<file path="src/rtl/tf_pkg.sv">
package tf_pkg;
  localparam int TF_ADDR_DATA = 0;
  localparam int TF_ADDR_CMD  = 7;
  localparam int TF_ADDR_CTL  = 14;
  localparam int TF_PAR_BASE  = 1;
  localparam int TF_BYTE      = 8;
  localparam int TF_NIEN_BIT  = 1;
  localparam int TF_FLAGS     = 6;
endpackage

</file>
<file path="src/rtl/tf_decode.sv">
module tf_decode import tf_pkg::*; #(
  parameter int AW   = 4,
  parameter int NPAR = 6
) (
  input  logic [AW-1:0]   addr,
  input  logic            rd,
  input  logic            wr,
  output logic            rd_data,
  output logic            wr_data,
  output logic            rd_stat,
  output logic            wr_cmd,
  output logic            rd_alt,
  output logic            wr_ctl,
  output logic [NPAR-1:0] rd_par,
  output logic [NPAR-1:0] wr_par
);
  logic hit_data, hit_cmd, hit_ctl;

  assign hit_data = (addr == AW'(TF_ADDR_DATA));
  assign hit_cmd  = (addr == AW'(TF_ADDR_CMD));
  assign hit_ctl  = (addr == AW'(TF_ADDR_CTL));

  assign rd_data = rd && hit_data;
  assign wr_data = wr && hit_data;
  assign rd_stat = rd && hit_cmd;
  assign wr_cmd  = wr && hit_cmd;
  assign rd_alt  = rd && hit_ctl;
  assign wr_ctl  = wr && hit_ctl;

  for (genvar g = 0; g < NPAR; g++) begin : g_par
    assign rd_par[g] = rd && (addr == AW'(TF_PAR_BASE + g));
    assign wr_par[g] = wr && (addr == AW'(TF_PAR_BASE + g));
  end
endmodule

</file>
<file path="src/rtl/tf_param_file.sv">
module tf_param_file import tf_pkg::*; #(
  parameter int NPAR = 6
) (
  input  logic                    clk,
  input  logic                    rst,
  input  logic [NPAR-1:0]         wr_par,
  input  logic [TF_BYTE-1:0]      wbyte,
  input  logic                    snap_en,
  output logic [NPAR*TF_BYTE-1:0] live,
  output logic [NPAR*TF_BYTE-1:0] snap
);
  for (genvar g = 0; g < NPAR; g++) begin : g_reg
    always_ff @(posedge clk) begin
      if (rst) begin
        live[g*TF_BYTE +: TF_BYTE] <= '0;
      end else if (wr_par[g]) begin
        live[g*TF_BYTE +: TF_BYTE] <= wbyte;
      end
    end
  end

  always_ff @(posedge clk) begin
    if (rst) begin
      snap <= '0;
    end else if (snap_en) begin
      snap <= live;
    end
  end
endmodule

</file>
<file path="src/rtl/tf_status_irq.sv">
module tf_status_irq (
  input  logic clk,
  input  logic rst,
  input  logic cmd_acc,
  input  logic xfer_go,
  input  logic blk_done,
  input  logic rel_i,
  input  logic irq_set,
  input  logic stat_rd,
  input  logic ctl_wr,
  input  logic nien_bit,
  output logic bsy,
  output logic drq,
  output logic pend,
  output logic intrq
);
  logic bsy_n, drq_n, pend_n, nien_n, nien_q;

  always_comb begin
    bsy_n = bsy;
    drq_n = drq;
    if (xfer_go) begin
      bsy_n = 1'b0;
      drq_n = 1'b1;
    end else if (cmd_acc || blk_done) begin
      bsy_n = 1'b1;
      drq_n = 1'b0;
    end else if (rel_i) begin
      bsy_n = 1'b0;
    end
    if (irq_set)      pend_n = 1'b1;
    else if (stat_rd) pend_n = 1'b0;
    else              pend_n = pend;
    nien_n = ctl_wr ? nien_bit : nien_q;
  end

  always_ff @(posedge clk) begin
    if (rst) begin
      bsy    <= 1'b0;
      drq    <= 1'b0;
      pend   <= 1'b0;
      nien_q <= 1'b0;
      intrq  <= 1'b0;
    end else begin
      bsy    <= bsy_n;
      drq    <= drq_n;
      pend   <= pend_n;
      nien_q <= nien_n;
      intrq  <= pend_n && !nien_n;
    end
  end
endmodule

</file>
<file path="src/rtl/tf_xfer.sv">
module tf_xfer #(
  parameter int DW   = 16,
  parameter int CNTW = 16
) (
  input  logic            clk,
  input  logic            rst,
  input  logic            xfer_go,
  input  logic [CNTW-1:0] len_in,
  input  logic            ecc_in,
  input  logic            dir_in,
  input  logic            drq,
  input  logic            rd_data,
  input  logic            wr_data,
  input  logic [DW-1:0]   wdata,
  input  logic [DW-1:0]   buf_rdata,
  output logic            buf_rd,
  output logic            buf_wr,
  output logic [DW-1:0]   buf_wdata,
  output logic [DW-1:0]   rd_word,
  output logic            blk_done
);
  localparam int LANE = DW / 2;

  logic [CNTW-1:0] cnt_q, len_q;
  logic            ecc_q, dir_q, acc;

  assign buf_rd = drq && dir_q && rd_data;
  assign buf_wr = drq && !dir_q && wr_data;
  assign acc    = buf_rd || buf_wr;
  assign blk_done = acc && (CNTW'(cnt_q + 1'b1) == len_q);

  assign buf_wdata = ecc_q ? DW'(wdata[LANE-1:0]) : wdata;

  always_comb begin
    if (!buf_rd)    rd_word = '0;
    else if (ecc_q) rd_word = DW'(buf_rdata[LANE-1:0]);
    else            rd_word = buf_rdata;
  end

  always_ff @(posedge clk) begin
    if (rst) begin
      cnt_q <= '0;
      len_q <= '0;
      ecc_q <= 1'b0;
      dir_q <= 1'b0;
    end else if (xfer_go) begin
      cnt_q <= '0;
      len_q <= len_in;
      ecc_q <= ecc_in;
      dir_q <= dir_in;
    end else if (acc) begin
      cnt_q <= CNTW'(cnt_q + 1'b1);
    end
  end
endmodule

</file>
<file path="src/rtl/ata_taskfile_regs.sv">
module ata_taskfile_regs import tf_pkg::*; #(
  parameter int AW   = 4,
  parameter int DW   = 16,
  parameter int NPAR = 6,
  parameter int CNTW = 16
) (
  input  logic                    clk,
  input  logic                    rst,
  input  logic [AW-1:0]           hst_addr,
  input  logic                    hst_rd,
  input  logic                    hst_wr,
  input  logic [DW-1:0]           hst_wdata,
  output logic [DW-1:0]           hst_rdata,
  output logic                    hst_intrq,
  input  logic [TF_FLAGS-1:0]     eng_flags,
  output logic                    eng_cmd_start,
  output logic [TF_BYTE-1:0]      eng_cmd_code,
  output logic [NPAR*TF_BYTE-1:0] eng_params,
  input  logic                    eng_irq_set,
  input  logic                    eng_xfer_go,
  input  logic [CNTW-1:0]         eng_xfer_len,
  input  logic                    eng_xfer_ecc,
  input  logic                    eng_xfer_in,
  input  logic                    eng_release,
  output logic                    eng_blk_end,
  output logic                    buf_rd,
  input  logic [DW-1:0]           buf_rdata,
  output logic                    buf_wr,
  output logic [DW-1:0]           buf_wdata
);
  localparam int PW = NPAR * TF_BYTE;

  logic            rd_data, wr_data, rd_stat, wr_cmd, rd_alt, wr_ctl;
  logic [NPAR-1:0] rd_par, wr_par;
  logic            bsy, drq, pend, cmd_acc, blk_done;
  logic [PW-1:0]   par_live;
  logic [DW-1:0]   rd_word, rd_next;
  logic [TF_BYTE-1:0] status_byte;

  tf_decode #(.AW(AW), .NPAR(NPAR)) u_dec (
    .addr(hst_addr), .rd(hst_rd), .wr(hst_wr),
    .rd_data(rd_data), .wr_data(wr_data), .rd_stat(rd_stat),
    .wr_cmd(wr_cmd), .rd_alt(rd_alt), .wr_ctl(wr_ctl),
    .rd_par(rd_par), .wr_par(wr_par)
  );

  assign cmd_acc = wr_cmd && !bsy;

  tf_status_irq u_stat (
    .clk(clk), .rst(rst), .cmd_acc(cmd_acc), .xfer_go(eng_xfer_go),
    .blk_done(blk_done), .rel_i(eng_release), .irq_set(eng_irq_set),
    .stat_rd(rd_stat), .ctl_wr(wr_ctl), .nien_bit(hst_wdata[TF_NIEN_BIT]),
    .bsy(bsy), .drq(drq), .pend(pend), .intrq(hst_intrq)
  );

  tf_param_file #(.NPAR(NPAR)) u_par (
    .clk(clk), .rst(rst), .wr_par(wr_par), .wbyte(hst_wdata[TF_BYTE-1:0]),
    .snap_en(cmd_acc), .live(par_live), .snap(eng_params)
  );

  tf_xfer #(.DW(DW), .CNTW(CNTW)) u_xfer (
    .clk(clk), .rst(rst), .xfer_go(eng_xfer_go), .len_in(eng_xfer_len),
    .ecc_in(eng_xfer_ecc), .dir_in(eng_xfer_in), .drq(drq),
    .rd_data(rd_data), .wr_data(wr_data), .wdata(hst_wdata),
    .buf_rdata(buf_rdata), .buf_rd(buf_rd), .buf_wr(buf_wr),
    .buf_wdata(buf_wdata), .rd_word(rd_word), .blk_done(blk_done)
  );

  assign status_byte = {bsy, eng_flags[5:3], drq, eng_flags[2:0]};

  always_comb begin
    rd_next = '0;
    if (rd_stat || rd_alt) rd_next = DW'(status_byte);
    if (rd_data)           rd_next = rd_word;
    for (int i = 0; i < NPAR; i++) begin
      if (rd_par[i]) rd_next = DW'(par_live[i*TF_BYTE +: TF_BYTE]);
    end
  end

  always_ff @(posedge clk) begin
    if (rst) begin
      hst_rdata     <= '0;
      eng_cmd_start <= 1'b0;
      eng_cmd_code  <= '0;
      eng_blk_end   <= 1'b0;
    end else begin
      eng_cmd_start <= cmd_acc;
      eng_blk_end   <= blk_done;
      if (cmd_acc) eng_cmd_code <= hst_wdata[TF_BYTE-1:0];
      if (hst_rd)  hst_rdata    <= rd_next;
    end
  end
endmodule

</file>
<file path="config.mk">
export PLATFORM = sky130hd
export DESIGN_NAME = ata_taskfile_regs
export DESIGN_NICKNAME = d
export VERILOG_FILES = /design/src/rtl/tf_pkg.sv /design/src/rtl/tf_decode.sv /design/src/rtl/tf_param_file.sv /design/src/rtl/tf_status_irq.sv /design/src/rtl/tf_xfer.sv /design/src/rtl/ata_taskfile_regs.sv
export SDC_FILE = /design/constraint.sdc
export NUM_CORES = 1
export LEC_CHECK = 0
export CORE_UTILIZATION = 50
export DETAILED_ROUTE_END_ITERATION = 6
export DONT_BUFFER_PORTS = 1
export SYNTH_ARGS = -nofsm -noshare
export SYNTH_HDL_FRONTEND = slang
export SYNTH_SLANG_ARGS = --single-unit
</file>
<file path="constraint.sdc">
create_clock -name clk -period 4.46 [get_ports clk]
set_input_delay 0.446 -clock clk [delete_from_list [all_inputs] [get_ports clk]]
set_output_delay 0.446 -clock clk [all_outputs]
set_load 0.05 [all_outputs]
</file>
**After elaboration in Yosys (flattened, before gate mapping)**

Cells that the tools add are included.

- $add $sub $neg: 1
- Eq/ne operators: 9
- Muxes and demuxes: 18
- Reductions and logical operators: 35

Operators by type and width:

| operator | count |
|---|---|
| 16-bit two-way mux | 10 |
| 1-bit logical AND | 25 |
| 16-bit by 1-bit adder with 16-bit output, second input constant | 1 |
| 16-bit equality test | 1 |
| 4-bit by 3-bit equality test with 1-bit output, second input constant | 4 |
| 4-bit by 2-bit equality test with 1-bit output, second input constant | 2 |
| 8-bit two-way mux | 1 |
| 1-bit two-way mux | 7 |
| 4-bit by 1-bit equality test with 1-bit output, second input constant | 1 |
| 4-bit equality test, second input constant | 1 |
| 4-bit zero test | 1 |
| 2-bit nonzero test | 2 |
| 1-bit zero test | 3 |
| 1-bit logical OR | 3 |
| 2-bit OR reduction | 1 |

- Register bits after elaboration: 161
- Bits of input ports: 67
- Output and inout bits: 93
- Word-level logic and storage cells: 83

**Longest topological paths before layout**

Gate-level depths: netlist of the first run.

- Word-level depth: 11
- Depth in mapped cells: 9
- Gate-level depth less buffers: 7

**Modules after synthesis**

From an unflattened synthesis of the first run, not the netlist that was laid out.

- Cell total of the unflattened synthesis: 790
- Area, all modules: 7347.0 um2

By module, submodules not included:

| module | instances | cells each | area an instance (um2) | seq. area each (um2) |
|---|---|---|---|---|
| tf_param_file | 1 | 311 | 3408.3 | 1921.8 |
| tf_xfer | 1 | 246 | 2079.5 | 680.7 |
| ata_taskfile_regs | 1 | 190 | 1530.2 | 520.5 |
| tf_status_irq | 1 | 17 | 183.9 | 100.1 |
| tf_decode | 1 | 26 | 145.1 | 0.0 |

**Worst setup path before layout of the first run**

Ideal clock, no wire load.

- Path kind: input-to-output
- Start: input hst_addr[1]
- End: output buf_wr
- Arrival time: 2.681 ns
- Required time: 4.014 ns
- Setup slack: 1.333 ns
- Cell stages on the path: 4
- Path buffers: 2
- Cell sequence: buf_6 or4_4 buf_6 nor4_1

- Cells in the longest elaborated chain, start to end: 3

Ends and longest elaborated chain:

| what | RTL line | text |
|---|---|---|
| start, declared | ata_taskfile_regs.sv:9 | `input logic [AW-1:0] hst_addr,` |
| 4-bit zero test | tf_decode.sv:19 | `assign hit_data = (addr == AW'(TF_ADDR_DATA));` |
| 1-bit logical AND | tf_decode.sv:24 | `assign wr_data = wr && hit_data;` |
| 1-bit logical AND | tf_xfer.sv:28 | `assign buf_wr = drq && !dir_q && wr_data;` |
| end, declared | ata_taskfile_regs.sv:28 | `output logic buf_wr,` |

Every way passes these cells.

**Worst setup path after layout of the first run**

- Start: register u_xfer.cnt_q[0]
- End: register u_stat.drq

- Cells in the longest elaborated chain, start to end: 5

Ends and longest elaborated chain:

| what | RTL line | text |
|---|---|---|
| start, declared | tf_xfer.sv:24 | `logic [CNTW-1:0] cnt_q, len_q;` |
| start signal, assigned | tf_xfer.sv:52 | `cnt_q <= CNTW'(cnt_q + 1'b1);` |
| 16-bit by 1-bit adder with 16-bit output | tf_xfer.sv:30 | `assign blk_done = acc && (CNTW'(cnt_q + 1'b1) == len_q);` |
| 16-bit equality test | tf_xfer.sv:30 |  |
| 1-bit logical AND | tf_xfer.sv:30 |  |
| 1-bit logical OR | tf_status_irq.sv:25 | `end else if (cmd_acc \|\| blk_done) begin` |
| 2-bit nonzero test (no line) | - |  |
| end signal, assigned | tf_status_irq.sv:46 | `drq <= drq_n;` |
| end, declared | tf_status_irq.sv:13 | `output logic drq,` |

Every way passes these cells.
A chain may end at the register's enable or synchronous reset.

==> metrics.txt, run 1 <==
CTS tree=built; CTS Hold Bufs=0; worst-margin pin slew=1090 ps; largest net degree at the start of global routing=147; Peak VDD IR=0.272 mV; final period utilization=0.604; unrepaired setup endpoints after global routing=no; Worst Path Required=4780 ps; first-pass GRT wire length=29.4 mm; outcome=finished clean; DR DRC count=0; routed len/inst=19.4 um; postcts setup bufs=0; CTS buffer count=17; Yosys reg bits=161; worst-case clock skew=7.26 ps; Seq pwr share=0.499; Post-Syn Area per Cell=8.26 um2; worst path cell trace=ha_1 -> nand3_1 -> o31a_1 -> or4_1 -> a32oi_1 -> nand4_1 -> a22o_1; area delta synth->final=6.84%; Congestion Overflow GR=0; Post-synth EDFFs=0; H-tree depth reported by CTS=4; clock period minus worst slack=2690 ps; final hold violations=0; Largest stage delay, worst path=500 ps; final hold slack=90.3 ps; dpl hpwl=13.4 mm; Synthesis Warnings=0; Unique masters post-synth=58; Starting Density=0.521; worst-path maximum fanout=11; Die X=121 um; CP Data Arrival Time=3010 ps; Clock Pin Slew Worst Setup and Hold Paths=60 ps; sequential element share of the synthesized area=0.458; Hold Path Stages=1; Synth area leader=dfxtp_1; layout cells sized above 1=0.0552; Vias/cell=5.83; net count after synthesis=921; Final setup viols=0; Crit-path slowest cell=or4_1; ys async rst share=0; ANT nets after route=0; Comb power frac=0.043; vias in the first global route=5238; Ports=160; antenna violations before repair=0; Core Box Area=0.0135 mm2; Final Non-Filler Cells=991; Worst Reg-to-Reg Cells=7; Setup CP Type=reg2reg; Post-layout nets=875; Synth Flop Type=dfxtp_1; Slew Limit Fails=0; most common cell after layout, fill and taps aside=nand2_1; antenna cell count=0; Mapped Cells=853; die height=121 um; max frequency=371 MHz; clk_lat worst skew=420 ps; Pleak=0.00276 uW; most frequent cells in the layout=nand2_1 (163), dfxtp_1 (161), nor2_1 (105); Placed Cells=964; Worst slew margin=0.266; Port Buf Inserts=0; Root Buffer=clkbuf_16; Tot GR Track Use=0.269; setup_tns=0 ps; Cell Int Power=2330 uW; Initial DRC Count=423; WL final=19.2 mm; DR pass1 iterations=7; Crit. End Element=register; number of gates resized after cts=0; DP Area=0.00699 mm2; max_cap viols=0; final non-filler cell area=0.00752 mm2; Hold Path Class=in2reg; clock share of power=0.458; Sw Ratio=0.222; Clock Path Buffers=2; GP Congestion=0.929; total vias in the final route=5778; Worst setup SP type=register; NetSw=665 uW; top cells by area, synth=dfxtp_1 (46%), nand2_1 (8.7%), mux2i_1 (8.0%); PD cells=398 mW/mm2; Num Clock Sinks=161; # rows=42; share of the synthesized area in the top cell type=0.458; mapped cell area=0.00704 mm2; DIE AREA=0.0146 mm2
cells in the mapped netlist, types with 7 or more instances:
cell type and number:
mux2i_1 56, inv_1 7, nand4_1 8, xnor2_1 19, xor2_1 16, nor2b_1 27, nand2_1 163, a21oi_1 94
dfxtp_1 161, clkbuf_1 46, o21ai_0 9, buf_2 8, buf_4 8, nor2_1 105, nand3_1 33, a31oi_1 7
sequential cells by signal, summed over array words and instances, names as in the netlist, 8 cells and up:
| register | flops |
|---|---|
| u_par.snap | 48 |
| u_xfer.cnt_q | 16 |
| hst_rdata | 16 |
| u_par.live | 48 |
| eng_cmd_code | 8 |
| u_xfer.len_q | 16 |
power groups by stage:
stage	Sequential [uW]	Clock, uW	Combinational [uW]
2_1_floorplan	1520	0	163
3_3_place_gp	1530	0	126
3_5_place_dp	1530	0	128
4_1_cts	1490	1390	129
5_1_grt	1500	1460	141
6_report	1490	1370	129
final timing paths:
check	endpoint	slack [ps]	startpoint
max	u_stat.drq	1770	u_xfer.cnt_q[0]
min	u_xfer.len_q[8]	90	rst
max reg2reg	u_stat.drq	1770	u_xfer.cnt_q[0]
min reg2reg	u_par.snap[6]	470	u_par.live[6]
metal layers:
metal	vias up	track usage	share of wire
li1	2798	-	-
met4	0	0.128	0.035
met2	260	0.376	0.42
met3	38	0.0783	0.095
met5	-	0	0
met1	2682	0.375	0.45
through the flow:
step | total power, uW | util | worst slack [ps]
after floorplan | 1680 | - | 1330
after global placement | 1650 | 0.517 | 1890
after detailed placement | 1650 | 0.517 | 1790
after CTS | 3020 | 0.557 | 1790
after global routing | 3100 | 0.557 | 1630
final | 2990 | 0.557 | 1770
layout make-up:
cell class | count | area (um2)
flip-flops and latches | 161 | 3220
clock buffers | 20 | 447
fillers | 1262 | 5980
well taps | 176 | 220
repair buffers | 3 | 22.5
inverters | 7 | 26.3
clock inverters | 7 | 90.1
multi-input cells | 617 | 3490
kinds of logic after synthesis:
| family | Yosys count | synth area share |
|---|---|---|
| multiplexers | 56 | 0.0796 |
| AO/OA/AOI/OAI | 149 | 0.128 |
| flip-flops | 161 | 0.458 |
| buffers and inverters | 75 | 0.0478 |
| adder cells (fa/ha/maj) | 1 | 0.00178 |
| XOR/XNOR | 35 | 0.0435 |
| AND/OR/NAND/NOR | 376 | 0.241 |
critical path: cells and delay by family (launching register included):
kind | cells | cell delay, ps
and+or+nand+nor | 3 | 1030
DFF | 1 | 440
adders and majority gates | 1 | 290
AOI/OAI and AO/OA | 3 | 820
Power figures use the tool's default switching activity.
==> inputs of run 2 (changes only) <==
==> constraint.sdc (replaced) <==
create_clock -name clk -period 2.7 [get_ports clk]
set_input_delay 0.27 -clock clk [delete_from_list [all_inputs] [get_ports clk]]
set_output_delay 0.27 -clock clk [all_outputs]
set_load 0.05 [all_outputs]
==> run 2 against run 1 <==
  * Clock power is 79% higher
  * Maximum frequency is 13% higher
  * Die area stayed put
  * Non-clock buffer count is 52 higher
  * Hold slack worse by 79 ps
  * Critical path depth stayed put
  * Clock skew is 0.91 ps lower
  * Critical path type unchanged
==> metrics.txt, run 2 (same netlist as run 1, synthesis figures left out) <==
PD cells=645 mW/mm2 (was 398 mW/mm2); Worst Path Required=3020 ps (was 4780 ps); postcts setup bufs=0 (unchanged); outcome=finished clean (unchanged); Cell Int Power=4010 uW (was 2330 uW); number of gates resized after cts=0 (unchanged); Hold Path Class=in2reg (unchanged); Peak VDD IR=0.430 mV (was 0.272 mV); NetSw=1230 uW (was 665 uW); die height=121 um (unchanged); Worst setup SP type=register (unchanged); # rows=42 (unchanged); final hold violations=0 (unchanged); Final Non-Filler Cells=1053 (was 991); clk_lat worst skew=430 ps (was 420 ps); Overall Power=5240 uW (was 2990 uW); CP Data Arrival Time=2710 ps (was 3010 ps); Core Box Area=0.0135 mm2 (unchanged); Pleak=0.00304 uW (was 0.00276 uW); R2R Setup Slk=320 ps (was 1770 ps); vias in the first global route=5475 (was 5238); most common cell after layout, fill and taps aside=nand2_1 (unchanged); largest net degree at the start of global routing=133 (was 147); Clock Pin Slew Worst Setup and Hold Paths=60 ps (about the same); Setup CP Type=reg2reg (unchanged); Root Buffer=clkbuf_16 (unchanged); Sw Ratio=0.235 (was 0.222); Num Clock Sinks=161 (unchanged); Comb power frac=0.061 (was 0.043); Slew Limit Fails=0 (unchanged); DIE AREA=0.0146 mm2 (unchanged); final non-filler cell area=0.00813 mm2 (was 0.00752 mm2); Crit-path slowest cell=or4_1 (unchanged); Clock Path Buffers=2 (unchanged); Largest regs=u_par.live (48), u_par.snap (48) (unchanged); Placed Cells=971 (was 964); Hold Path Stages=2 (was 1); worst path cell trace=ha_1 -> nand3_1 -> o31a_1 -> or4_1 -> a32oi_1 -> nand4_1 -> a22o_1 (unchanged); Vias/cell=5.74 (was 5.83); Die X=121 um (unchanged); setup_tns=0 ps (unchanged); max_cap viols=0 (unchanged); Final setup viols=0 (unchanged); Starting Density=0.521 (unchanged); CTS tree=built (unchanged); max frequency=420 MHz (was 371 MHz); Tot GR Track Use=0.281 (was 0.269); DR pass1 iterations=5 (was 7); Ports=160 (unchanged); Critical R2R Launch=u_xfer.cnt_q[0] (unchanged); Largest stage delay, worst path=490 ps (was 500 ps); worst-path maximum fanout=6 (was 11); antenna violations before repair=4 (was 0); ANT nets after route=0 (unchanged); routed len/inst=18.8 um (was 19.4 um); Crit. End Element=register (unchanged); total vias in the final route=6041 (was 5778); worst hold path endpoint=u_xfer.len_q[5] (was u_xfer.len_q[8]); area delta synth->final=15.4% (was 6.84%); most frequent cells in the layout=nand2_1 (163), dfxtp_1 (161), nor2_1 (105) (unchanged); worst-margin pin slew=1030 ps (was 1090 ps); DR DRC count=0 (unchanged); DP Area=0.00704 mm2 (was 0.00699 mm2); GP Congestion=0.874 (was 0.929); H-tree depth reported by CTS=4 (unchanged); clock share of power=0.468 (was 0.458); Worst slew margin=0.310 (was 0.266); Congestion Overflow GR=0 (unchanged); Post-layout nets=927 (was 875); Worst Reg-to-Reg Cells=7 (unchanged); CTS buffer count=17 (unchanged); CTS Hold Bufs=45 (was 0); clock period minus worst slack=2380 ps (was 2690 ps); worst-case clock skew=6.36 ps (was 7.26 ps); hold wc startpoint=eng_xfer_go (was rst); Seq pwr share=0.471 (was 0.499); layout cells sized above 1=0.0677 (was 0.0552); FILL cells=1184 (was 1262); Port Buf Inserts=0 (unchanged); unrepaired setup endpoints after global routing=no (unchanged); first-pass GRT wire length=30.7 mm (was 29.4 mm); Initial DRC Count=533 (was 423); dpl hpwl=13.1 mm (was 13.4 mm); WL final=19.8 mm (was 19.2 mm); Reg-to-Reg End=u_stat.drq (unchanged); final period utilization=0.882 (was 0.604)
==> run 2: power by group through the flow <==
| stage | Combinational, uW | Sequential [uW] | Clock (uW) |
|---|---|---|---|
| global route | 351 | 2470 | 2590 |
| CTS | 320 | 2470 | 2480 |
| global placement | 210 | 2520 | 0 |
| finish | 322 | 2470 | 2450 |
| floorplan | 269 | 2510 | 0 |
| detailed placement | 214 | 2520 | 0 |
==> run 2: through the flow <==
stage	utilization	setup slack (ps)	hold WS (ps)
after floorplan	-	338	406
after global placement	0.521	402	352
after detailed placement	0.521	361	357
after CTS	0.601	338	2.52
after global routing	0.601	201	10.8
final	0.602	317	11.5
==> run 2: metal layers <==
metal	global-route usage	vias up	routed length (um)
li1	-	2909	-
met1	0.395	2832	9030
met2	0.400	269	8460
met3	0.0863	31	1900
met4	0.106	0	450
met5	0	-	0
==> run 2: how the worst max path moves through the flow <==
stage	from	endpoint	slack, ps	cells past startpoint
3_3_place_gp	u_xfer.cnt_q[0]	u_stat.drq	400	7
6_report	u_xfer.cnt_q[0]	u_stat.drq	320	7
4_1_cts	u_xfer.cnt_q[0]	u_stat.drq	340	7
3_5_place_dp	u_xfer.cnt_q[0]	u_stat.drq	360	7
2_1_floorplan	hst_addr[1]	hst_rdata[1]	340	8
5_1_grt	u_xfer.cnt_q[0]	u_stat.drq	200	7
==> run 2: layout make-up <==
| type | count | area, um2 | share of cell area |
|---|---|---|---|
| antenna | 5 | 12.5 | 0.00154 |
| clock buffer | 22 | 484 | 0.0596 |
| clock inverter | 10 | 123 | 0.0151 |
| inverter | 7 | 26.3 | 0.00323 |
| multi-input combinational | 617 | 3490 | 0.430 |
| sequential | 161 | 3220 | 0.397 |
| tap | 176 | 220 | 0.0271 |
| timing repair buffer | 55 | 543 | 0.0668 |
==> run 2: critical path: cells and delay by family (launching register included) <==
| family | cells | cell delay [ps] |
|---|---|---|
| AND/OR/NAND/NOR | 3 | 810 |
| AO/OA/AOI/OAI | 3 | 730 |
| flip-flops | 1 | 450 |
| adder cells (fa/ha/maj) | 1 | 290 |
